`config.mk`:
```
export PLATFORM = sky130hd
export DESIGN_NAME = voice_serial_port
export DESIGN_NICKNAME = d
export VERILOG_FILES = /design/src/rtl/vsp_pkg.sv /design/src/rtl/vsp_sync.sv /design/src/rtl/vsp_stall_watch.sv /design/src/rtl/vsp_rx.sv /design/src/rtl/vsp_tx.sv /design/src/rtl/voice_serial_port.sv
export SDC_FILE = /design/constraint.sdc
export NUM_CORES = 1
export LEC_CHECK = 0
export BUFFER_PORTS_ARGS = -buffer_cell sky130_fd_sc_hd__buf_2
export CAP_MARGIN = 20
export CORE_MARGIN = 4
export CORE_UTILIZATION = 59
export DETAILED_ROUTE_END_ITERATION = 8
export PLACE_DENSITY = 0.89
export SLEW_MARGIN = 20
export SYNTH_ARGS = -nofsm -noshare
export SYNTH_HDL_FRONTEND = slang
export SYNTH_SLANG_ARGS = --single-unit
```
`constraint.sdc`:
```
create_clock -name clk -period 2.9 [get_ports clk]
set_input_delay 0.29 -clock clk [delete_from_list [all_inputs] [get_ports clk]]
set_output_delay 0.29 -clock clk [all_outputs]
set_load 0.01 [all_outputs]
```
`src/rtl/vsp_pkg.sv`:
```
package vsp_pkg;

    typedef enum logic [1:0] {
        PW_RUN  = 2'd0,
        PW_SAVE = 2'd1,
        PW_DOWN = 2'd2
    } pw_state_e;

    typedef enum logic [1:0] {
        RX_OFF   = 2'd0,
        RX_HUNT  = 2'd1,
        RX_SHIFT = 2'd2
    } rx_state_e;

    typedef enum logic [1:0] {
        TX_OFF   = 2'd0,
        TX_WAIT  = 2'd1,
        TX_SHIFT = 2'd2
    } tx_state_e;

endpackage

```
`src/rtl/vsp_sync.sv`:
```
// Multi-bit level synchronizer: STAGES flops per bit.
module vsp_sync #(
    parameter int W      = 4,
    parameter int STAGES = 2
) (
    input  logic         clk,
    input  logic         rst_n,
    input  logic [W-1:0] din,
    output logic [W-1:0] lvl
);
    logic [W-1:0] pipe [STAGES];

    always_ff @(posedge clk) begin
        if (!rst_n) pipe[0] <= '0;
        else        pipe[0] <= din;
    end

    for (genvar g = 1; g < STAGES; g++) begin : g_stage
        always_ff @(posedge clk) begin
            if (!rst_n) pipe[g] <= '0;
            else        pipe[g] <= pipe[g-1];
        end
    end

    assign lvl = pipe[STAGES-1];
endmodule

```
`src/rtl/vsp_stall_watch.sv`:
```
// Activity watchdog: flags a signal that has not toggled for LIMIT cycles.
module vsp_stall_watch #(
    parameter int LIMIT = 62500
) (
    input  logic clk,
    input  logic rst_n,
    input  logic toggle,
    output logic stalled
);
    localparam int CW = $clog2(LIMIT + 1);

    logic [CW-1:0] quiet_cnt;

    always_ff @(posedge clk) begin
        if (!rst_n) begin
            quiet_cnt <= '0;
            stalled   <= 1'b0;
        end else if (toggle) begin
            quiet_cnt <= '0;
            stalled   <= 1'b0;
        end else if (quiet_cnt == CW'(LIMIT)) begin
            stalled   <= 1'b1;
        end else begin
            quiet_cnt <= quiet_cnt + 1'b1;
        end
    end

    // any edge clears the flag
    a_r12_edge_clears: assert property (@(posedge clk) disable iff (!rst_n)
        toggle |=> !stalled);
    // flag only rises after a quiet cycle
    a_r8_rise_needs_quiet: assert property (@(posedge clk) disable iff (!rst_n)
        $rose(stalled) |-> $past(!toggle));
endmodule

```
`src/rtl/vsp_rx.sv`:
```
// Receive deframer: picks one sample after each receive sync rise.
module vsp_rx
    import vsp_pkg::*;
#(
    parameter int W = 8
) (
    input  logic         clk,
    input  logic         rst_n,
    input  logic         run,
    input  logic         bit_fall,
    input  logic         sync_lvl,
    input  logic         din,
    output logic [W-1:0] sample,
    output logic         valid
);
    localparam int CW = $clog2(W + 1);

    rx_state_e     st, st_nx;
    logic [W-1:0]  shreg;
    logic [CW-1:0] cnt;
    logic          sync_prev;
    logic          start;
    logic          last;

    assign start = bit_fall && sync_lvl && !sync_prev;
    assign last  = bit_fall && (st == RX_SHIFT) && (cnt == CW'(W - 1)) && !start;

    always_comb begin
        st_nx = st;
        unique case (st)
            RX_OFF:   if (run) st_nx = RX_HUNT;
            RX_HUNT:  begin
                if (!run)       st_nx = RX_OFF;
                else if (start) st_nx = RX_SHIFT;
            end
            RX_SHIFT: begin
                if (!run)       st_nx = RX_OFF;
                else if (start) st_nx = RX_SHIFT;
                else if (last)  st_nx = RX_HUNT;
            end
            default:            st_nx = RX_OFF;
        endcase
    end

    always_ff @(posedge clk) begin
        if (!rst_n) st <= RX_OFF;
        else        st <= st_nx;
    end

    always_ff @(posedge clk) begin
        if (!rst_n) begin
            shreg     <= '0;
            cnt       <= '0;
            sync_prev <= 1'b0;
            sample    <= '0;
            valid     <= 1'b0;
        end else begin
            valid <= 1'b0;
            if (bit_fall) sync_prev <= sync_lvl;
            if (run && st != RX_OFF) begin
                if (start) begin
                    shreg <= {shreg[W-2:0], din};
                    cnt   <= CW'(1);
                end else if (st == RX_SHIFT && bit_fall) begin
                    shreg <= {shreg[W-2:0], din};
                    cnt   <= cnt + 1'b1;
                    if (cnt == CW'(W - 1)) begin
                        sample <= {shreg[W-2:0], din};
                        valid  <= 1'b1;
                    end
                end
            end
        end
    end

    // nothing reported outside RUN
    a_r11_rx_quiet: assert property (@(posedge clk) disable iff (!rst_n)
        !run |=> !valid);
    // valid is a single-cycle pulse
    a_r2_valid_pulse: assert property (@(posedge clk) disable iff (!rst_n)
        valid |=> !valid);
    // a sample completes only on a falling bit-clock edge
    a_r2_valid_on_fall: assert property (@(posedge clk) disable iff (!rst_n)
        valid |-> $past(bit_fall));
endmodule

```
`src/rtl/vsp_tx.sv`:
```
// Transmit framer: launches the held sample after each transmit sync rise.
module vsp_tx
    import vsp_pkg::*;
#(
    parameter int W = 8
) (
    input  logic         clk,
    input  logic         rst_n,
    input  logic         run,
    input  logic         bit_rise,
    input  logic         sync_lvl,
    input  logic         load,
    input  logic [W-1:0] load_data,
    output logic         sdata,
    output logic         oe
);
    localparam int CW = $clog2(W + 1);

    tx_state_e     st, st_nx;
    logic [W-1:0]  hold;
    logic [W-1:0]  shreg;
    logic [W-1:0]  launch_word;
    logic [CW-1:0] cnt;
    logic          sync_prev;
    logic          start;
    logic          done;

    assign start       = bit_rise && sync_lvl && !sync_prev;
    assign done        = bit_rise && (st == TX_SHIFT) && (cnt == CW'(W)) && !start;
    assign launch_word = load ? load_data : hold;   // same-cycle load wins

    always_comb begin
        st_nx = st;
        unique case (st)
            TX_OFF:   if (run) st_nx = TX_WAIT;
            TX_WAIT:  begin
                if (!run)       st_nx = TX_OFF;
                else if (start) st_nx = TX_SHIFT;
            end
            TX_SHIFT: begin
                if (!run)       st_nx = TX_OFF;
                else if (start) st_nx = TX_SHIFT;
                else if (done)  st_nx = TX_WAIT;
            end
            default:            st_nx = TX_OFF;
        endcase
    end

    always_ff @(posedge clk) begin
        if (!rst_n) st <= TX_OFF;
        else        st <= st_nx;
    end

    always_ff @(posedge clk) begin
        if (!rst_n) begin
            hold      <= '0;
            shreg     <= '0;
            cnt       <= '0;
            sync_prev <= 1'b0;
            sdata     <= 1'b0;
            oe        <= 1'b0;
        end else begin
            if (load)     hold      <= load_data;
            if (bit_rise) sync_prev <= sync_lvl;
            if (!run || st == TX_OFF) begin
                sdata <= 1'b0;
                oe    <= 1'b0;
            end else if (start) begin
                sdata <= launch_word[W-1];
                shreg <= {launch_word[W-2:0], 1'b0};
                cnt   <= CW'(1);
                oe    <= 1'b1;
            end else if (done) begin
                sdata <= 1'b0;
                oe    <= 1'b0;
            end else if (st == TX_SHIFT && bit_rise) begin
                sdata <= shreg[W-1];
                shreg <= {shreg[W-2:0], 1'b0};
                cnt   <= cnt + 1'b1;
            end
        end
    end

    // line released outside RUN
    a_r11_tx_hiz: assert property (@(posedge clk) disable iff (!rst_n)
        !run |=> !oe);
    // serial outputs only move at a rising bit-clock edge
    a_r4_move_on_rise: assert property (@(posedge clk) disable iff (!rst_n)
        (run && !bit_rise) |=> ($stable(oe) && $stable(sdata)));
    // the enable is raised only by a launch
    a_r4_oe_from_launch: assert property (@(posedge clk) disable iff (!rst_n)
        $rose(oe) |-> $past(bit_rise && sync_lvl));
endmodule

```
`src/rtl/voice_serial_port.sv`:
```
module voice_serial_port
    import vsp_pkg::*;
#(
    parameter int SAMPLE_W    = 8,
    parameter int SYNC_STAGES = 2,
    parameter int STALL_LIMIT = 62500
) (
    input  logic                clk,
    input  logic                rst_n,
    input  logic                bclk,
    input  logic                rx_fsync,
    input  logic                rx_sdata,
    input  logic                tx_fsync,
    input  logic                pwr_down,
    input  logic [SAMPLE_W-1:0] tx_sample,
    input  logic                tx_valid,
    output logic [SAMPLE_W-1:0] rx_sample,
    output logic                rx_valid,
    output logic                tx_sdata,
    output logic                tx_oe,
    output logic [1:0]          pwr_state
);
    localparam int NIN   = 4;
    localparam int NWAT  = 2;
    localparam int I_BCK = 0;
    localparam int I_RFS = 1;
    localparam int I_RSD = 2;
    localparam int I_TFS = 3;

    logic [NIN-1:0]  raw_in;
    logic [NIN-1:0]  lvl;
    logic [NWAT-1:0] watch_lvl;
    logic [NWAT-1:0] watch_dly;
    logic [NWAT-1:0] watch_tog;
    logic [NWAT-1:0] stalled;
    logic            bit_rise;
    logic            bit_fall;
    logic            run;
    pw_state_e       pw_st, pw_nx;

    assign raw_in = {tx_fsync, rx_sdata, rx_fsync, bclk};

    vsp_sync #(.W(NIN), .STAGES(SYNC_STAGES)) u_sync (
        .clk   (clk),
        .rst_n (rst_n),
        .din   (raw_in),
        .lvl   (lvl)
    );

    // watched signals: bit 0 bit clock, bit 1 transmit sync
    assign watch_lvl = {lvl[I_TFS], lvl[I_BCK]};

    always_ff @(posedge clk) begin
        if (!rst_n) watch_dly <= '0;
        else        watch_dly <= watch_lvl;
    end

    assign watch_tog = watch_lvl ^ watch_dly;
    assign bit_rise  = watch_lvl[0] && !watch_dly[0];
    assign bit_fall  = !watch_lvl[0] && watch_dly[0];

    for (genvar g = 0; g < NWAT; g++) begin : g_watch
        vsp_stall_watch #(.LIMIT(STALL_LIMIT)) u_watch (
            .clk     (clk),
            .rst_n   (rst_n),
            .toggle  (watch_tog[g]),
            .stalled (stalled[g])
        );
    end

    // power state machine
    always_comb begin
        pw_nx = pw_st;
        unique case (pw_st)
            PW_RUN: begin
                if (pwr_down)      pw_nx = PW_DOWN;
                else if (|stalled) pw_nx = PW_SAVE;
            end
            PW_SAVE: begin
                if (pwr_down)      pw_nx = PW_DOWN;
                else if (~|stalled) pw_nx = PW_RUN;
            end
            PW_DOWN: begin
                if (!pwr_down)     pw_nx = (|stalled) ? PW_SAVE : PW_RUN;
            end
            default:               pw_nx = PW_RUN;
        endcase
    end

    always_ff @(posedge clk) begin
        if (!rst_n) pw_st <= PW_RUN;
        else        pw_st <= pw_nx;
    end

    assign pwr_state = pw_st;
    assign run       = (pw_st == PW_RUN);

    vsp_rx #(.W(SAMPLE_W)) u_rx (
        .clk      (clk),
        .rst_n    (rst_n),
        .run      (run),
        .bit_fall (bit_fall),
        .sync_lvl (lvl[I_RFS]),
        .din      (lvl[I_RSD]),
        .sample   (rx_sample),
        .valid    (rx_valid)
    );

    vsp_tx #(.W(SAMPLE_W)) u_tx (
        .clk       (clk),
        .rst_n     (rst_n),
        .run       (run),
        .bit_rise  (bit_rise),
        .sync_lvl  (lvl[I_TFS]),
        .load      (tx_valid),
        .load_data (tx_sample),
        .sdata     (tx_sdata),
        .oe        (tx_oe)
    );

    // power-down wins at the next edge
    a_r10_down_next: assert property (@(posedge clk) disable iff (!rst_n)
        pwr_down |=> (pwr_state == PW_DOWN));
    // an expired watchdog leaves RUN unless power-down is asserted
    a_r8_stall_to_save: assert property (@(posedge clk) disable iff (!rst_n)
        ((|stalled) && !pwr_down) |=> (pwr_state == PW_SAVE));
    // RUN only when no watchdog had expired
    a_r12_run_needs_activity: assert property (@(posedge clk) disable iff (!rst_n)
        (pwr_state == PW_RUN) |-> $past(~|stalled && !pwr_down));
endmodule

```
## Yosys cells after proc, flatten, opt, wreduce, memory -nomap -nowiden

Memories as Yosys holds them, arrays and structs flattened.
Index checks and enable logic that the tools add are counted.

| cells by class | value |
|---|---|
| add/subtract/negate cells | 4 |
| equality and inequality tests | 20 |
| mux-type cells | 41 |
| bitwise gates (word level) | 8 |
| reductions and logical operators | 40 |

Operators by type and width:

| kind | count |
|---|---|
| $add A16 B1 Y16 const B | 2 |
| $eq A16 B16 Y1 const B | 2 |
| $mux W2 | 16 |
| $mux W8 | 4 |
| $mux W4 | 7 |
| $pmux W2 S3 | 3 |
| $mux W7 | 2 |
| $logic_and A1 B1 Y1 | 13 |
| $reduce_and A3 Y1 | 4 |
| $mux W1 | 9 |
| $ne A3 B3 Y1 const B | 3 |
| $add A4 B1 Y4 const B | 2 |
| $reduce_bool A2 Y1 | 4 |
| $reduce_or A2 Y1 | 4 |
| $logic_not A1 Y1 | 7 |
| $eq A2 B1 Y1 const B | 3 |
| $eq A2 B2 Y1 const B | 3 |
| $logic_not A2 Y1 | 3 |
| $not A1 Y1 | 5 |
| $eq A4 B3 Y1 const B | 1 |
| $eq A4 B4 Y1 const B | 1 |
| $ne A2 B1 Y1 const B | 2 |
| $ne A2 B2 Y1 const B | 2 |
| $ne A4 B2 Y1 const B | 1 |
| 9 further kinds | 10 |

| storage, ports and cells | value |
|---|---|
| bits in registers | 86 |
| RAM bits | 8 |
| input port bits | 16 |
| output and inout bits | 13 |
| memories | 1 |

Memory list:

| memory | words | bits a word | read ports | clocked after memory_dff | wr ports | line | text |
|---|---|---|---|---|---|---|---|
| u_sync.pipe | 2 | 4 | 2 | 0 | 2 | vsp_sync.sv:11 | `logic [W-1:0] pipe [STAGES];` |

## Longest topological paths before layout

An unclocked memory read counts as a cell.

| logic depth | value |
|---|---|
| word-level depth | 11 |
| mapped depth | 8 |
| depth with buffers taken out | 6 |

## Modules after synthesis

From an unflattened synthesis, not the netlist that was laid out.

| second synthesis, totals | value |
|---|---|
| cell total of the unflattened synthesis | 431 |
| area total of the unflattened synthesis | 4076.4 sq um |

Modules (own cells, without submodules):

| module | times used | cells an instance | area each (sq um) | sequential area each (sq um) |
|---|---|---|---|---|
| vsp_stall_watch | 2 | 92 | 810.8 | 340.3 |
| vsp_tx | 1 | 117 | 1086.0 | 480.5 |
| vsp_rx | 1 | 97 | 991.0 | 460.4 |
| vsp_sync | 1 | 16 | 210.2 | 160.2 |
| voice_serial_port | 1 | 17 | 167.7 | 80.1 |

## Worst setup path before layout

OpenSTA, ideal clock, no wires.

| path | value |
|---|---|
| path kind | reg-to-reg |
| start point | mem u_sync.pipe[1][0] |
| end point | reg u_rx.sample[2] |
| setup time | 128 ps |
| data arrival time | 1907 ps |
| required time | 2772 ps |
| path slack | 865 ps |
| stages on the path, launching flop included | 8 |
| path buffers | 1 |
| period minus slack after synthesis | 2035 ps |
| cell sequence | dfxtp_1 > inv_1 > ha_1 > or3b_1 > buf_6 > nor4_4 > mux2i_1 > nor2_1 |

RTL lines:

| what | line | text |
|---|---|---|
| start: declaration | vsp_sync.sv:11 |  |
| end signal: assignment | vsp_rx.sv:68 | `sample <= {shreg[W-2:0], din};` |
| end: declaration | vsp_rx.sv:13 | `output logic [W-1:0] sample,` |

==> results.json <==
{
  "postSynthNetCount": 462,
  "timing.final.max_slew_violations": 0,
  "finalWeightedCongestion": 0.844,
  "final_design_utilization_pct": 68.0,
  "run_status": "complete, no violations",
  "viasPerCell": 5.72,
  "ys_async_sr_fraction_pct": 0,
  "power_density_mw_per_mm2": 525,
  "post_cts_resize_count": 0,
  "grt_pass1_vias": 2959,
  "reg2reg_depth": 6,
  "syn_avg_cell_area_um2": 9.23,
  "cts.clk_slew.worst_paths_ps": 90,
  "cts-buffers-inserted": 9,
  "final_antenna_net_count": 0,
  "core_area_mm2": 0.00649,
  "number_of_buffers_between_clock_root_and_the_deepest_sink": 2,
  "placement_rows": 29,
  "worst_r2r_endpoint": "u_rx.sample[2]",
  "start_util_pct": 62.1,
  "die-height_um": 90.7,
  "layout-drive-gt1-share_pct": 11.6,
  "fmaxAchievable_ghz": 0.435,
  "worstPathArrival_ps": 2540,
  "track_usage_pct": 18.3,
  "worst-slew-pin-transition_ps": 793,
  "crit_path_cell_trace": "inv_1 -> ha_1 -> or3b_1 -> nor4_4 -> mux2i_1 -> nor2_1",
  "timing.critical_path.fanout_max": 9,
  "drt_pass1_iterations": 4,
  "wl_per_cell_um": 13.6,
  "grt-ovfl-total": 0,
  "timing.final.crit_period_ps": 2300,
  "initialDrtViolationCount": 146,
  "final.setup.tns_ps": 0,
  "hold_path_stages": 2,
  "cp_data_required_time_ps": 3150,
  "final_hold_viol_count": 0,
  "end_kind": "flop",
  "finalCritPeriodShare_pct": 79.3,
  "tritoncts": "done",
  "p_leak_uw": 0.00155,
  "antenna_found_initial": 1,
  "ys_types": 48,
  "critical_path.reg2reg.startpoint": "u_sync.pipe[1][0]",
  "total_power_uw": 2320,
  "reg2reg_setup_slack_ps": 600,
  "cts.root.buffer_cell": "sky130_fd_sc_hd__clkbuf_8",
  "die_w_um": 90.7,
  "post_synth_design_cell_area_mm2": 0.00403,
  "area.growth.synth_to_final_pct": 9.53,
  "path_buf_inv": 1,
  "cp_top_family": "simple AND/OR/NAND/NOR gates",
  "synth-seq-area-share_pct": 46.2,
  "clk-insertion-delay-late_ps": 370,
  "number_of_enable_type_register_cells_in_the_synthesized_netlist": 0,
  "ys.flop_type": "sky130_fd_sc_hd__dfxtp_1",
  "final_net_count": 485,
  "die-area_mm2": 0.00822,
  "worstHoldPathType": "input pin to flop",
  "cell_with_the_biggest_individual_delay_on_the_critical_path": "sky130_fd_sc_hd__nor4_4",
  "max-vdd-ir-drop_mv": 0.315,
  "design.portCount": 29,
  "timing.hold.worst.start": "pwr_down",
  "critical_path.startpoint_type": "flop",
  "cp_slowest_stage_delay_ps": 710,
  "antenna_cells": 0,
  "ctsHoldBuffers": 0,
  "post-place-ws_ps": 583,
  "maxCapViolCount": 0,
  "post_synth_inst_count": 437,
  "grt_setup_unrepaired": "no",
  "drc": 0,
  "fin_skew_ps": 13.1,
  "timing.max_slew.rel_slack_pct": 47.1,
  "whs_endpoint": "pwr_state[0]",
  "ys_ff_latch": 93,
  "cts-htree-levels": 3,
  "grt_first_pass_wirelength_mm": 12.7,
  "yosys_warnings": 0,
  "start_to_end_type_of_the_worst_setup_path": "flop to flop",
  "setup_viol_count_final": 0,
  "cts_setup_buffers": 0,
  "placement.io_buffers": 28,
  "clock-sinks": 93,
  "drt_wl_total_mm": 7.36,
  "timing.final.ws_setup_ps": 600,
  "dpl.hpwl_mm": 5.11,
  "dr_total_vias": 3101,
  "grt_max_degree": 54
}
## state kept, by name, summed over array words and instances (netlist names)
name / flops
g_watch.u_watch.quiet_cnt: 32
u_rx.sample: 8
u_sync.pipe: 8
u_tx.hold: 8
u_rx.shreg: 7
u_tx.shreg: 7
u_rx.cnt: 4
u_tx.cnt: 4
g_watch.u_watch.stalled: 2
pwr_state: 2
u_rx.st: 2
u_tx.st: 2
watch_dly: 2
u_rx.sync_prev: 1
u_rx.valid: 1
u_tx.oe: 1
u_tx.sdata: 1
u_tx.sync_prev: 1
## layout make-up
type,count,area (µm²)
clock buffer,9,124
clock inverter,7,83.8
fill,491,2080
inverter,21,78.8
multi-input combinational,305,2020
sequential,93,1860
tap,77,96.3
timing repair buffer,30,155
## placed cells by master (no fill, tap or decap), types with 6 or more instances in the layout
cell and count:
sky130_fd_sc_hd__ha_1 9, sky130_fd_sc_hd__nand3_1 21, sky130_fd_sc_hd__o21ai_0 9, sky130_fd_sc_hd__nor3_1 9, sky130_fd_sc_hd__inv_1 21, sky130_fd_sc_hd__nor2b_1 17, sky130_fd_sc_hd__o211ai_1 6, sky130_fd_sc_hd__nor2_1 45
sky130_fd_sc_hd__clkbuf_8 9, sky130_fd_sc_hd__nand3b_1 8, sky130_fd_sc_hd__a21oi_1 13, sky130_fd_sc_hd__nand4_1 10, sky130_fd_sc_hd__nand2_1 31, sky130_fd_sc_hd__xnor2_1 20, sky130_fd_sc_hd__mux2i_1 35, sky130_fd_sc_hd__buf_2 28
sky130_fd_sc_hd__dfxtp_1 93, sky130_fd_sc_hd__nor4_1 8, sky130_fd_sc_hd__and2_1 10
## kinds of logic (layout without fill, tap and decap cells)
group | after synthesis | count (layout) | synth area share, %
simple gates | 188 | 188 | 25.1
compound gates | 49 | 49 | 8.16
flops | 93 | 93 | 46.2
fa+ha+maj | 9 | 9 | 2.79
xor+xnor | 23 | 23 | 5.00
buf+inv | 39 | 67 | 3.82
mux | 36 | 36 | 8.97
## worst register-to-register path: cells and delay by family, from the launching register on
family | cells | cell delay (ps)
DFF | 1 | 330
adders and majority gates | 1 | 210
muxes | 1 | 270
buffers and inverters | 1 | 70
and+or+nand+nor | 3 | 1310
## synth_stat cells, drive strengths merged, types with 3 or more instances
master,n,area share (%)
nor4bb,4,0.99
nand2b,3,0.47
nor4,9,1.8
xnor2,20,4.3
nor2b,17,2.6
a21oi,15,2.0
a211oi,3,0.56
nand3b,8,1.5
nand3,21,2.6
ha,9,2.8
and2,10,1.6
or4,3,0.56
dfxtp,93,46
clkbuf,16,1.5
nor2,45,4.2
and3,4,0.62
o21ai,10,1.2
o211ai,6,1.1
nand2,31,2.9
nor3,9,1.1
inv,21,2.0
mux2i,35,8.7
xor2,3,0.65
or3,5,0.78
nand4,10,1.6
## metrics by stage
step / instance area (µm²) / instances / hold slack, ps
floorplan: 4030 / 437 / 368
global placement: 4210 / 526 / 423
detailed placement: 4210 / 526 / 423
CTS: 4420 / 542 / 74.2
global route: 4420 / 542 / 91.1
finish: 4420 / 542 / 86.7
## metal layers
| metal | track usage [%] | wire [µm] |
|---|---|---|
| met3 | 3.83 | 268 |
| met1 | 21.8 | 3350 |
| met5 | 0 | 13 |
| met4 | 7.14 | 121 |
| met2 | 32.0 | 3600 |
## worst max-delay path by stage
stage / slack (ps) / endpoint / from / cells after the start
3_5_place_dp: 580 / u_rx.sample[2] / u_sync.pipe[1][0] / 6
3_3_place_gp: 700 / u_rx.sample[3] / u_sync.pipe[1][0] / 6
4_1_cts: 560 / u_rx.sample[2] / u_sync.pipe[1][0] / 6
2_1_floorplan: 870 / u_rx.sample[2] / u_sync.pipe[1][0] / 7
6_report: 600 / u_rx.sample[2] / u_sync.pipe[1][0] / 6
5_1_grt: 430 / u_rx.sample[5] / u_sync.pipe[1][0] / 6
## report_power, final
group          switching (µW)  total, µW  internal (µW)
sequential               17.4       1320           1300
clock                     485        896            411
combinational            60.8        105           44.1
total                     563       2320           1750
Note: power is estimated with default switching activity, not from simulation.
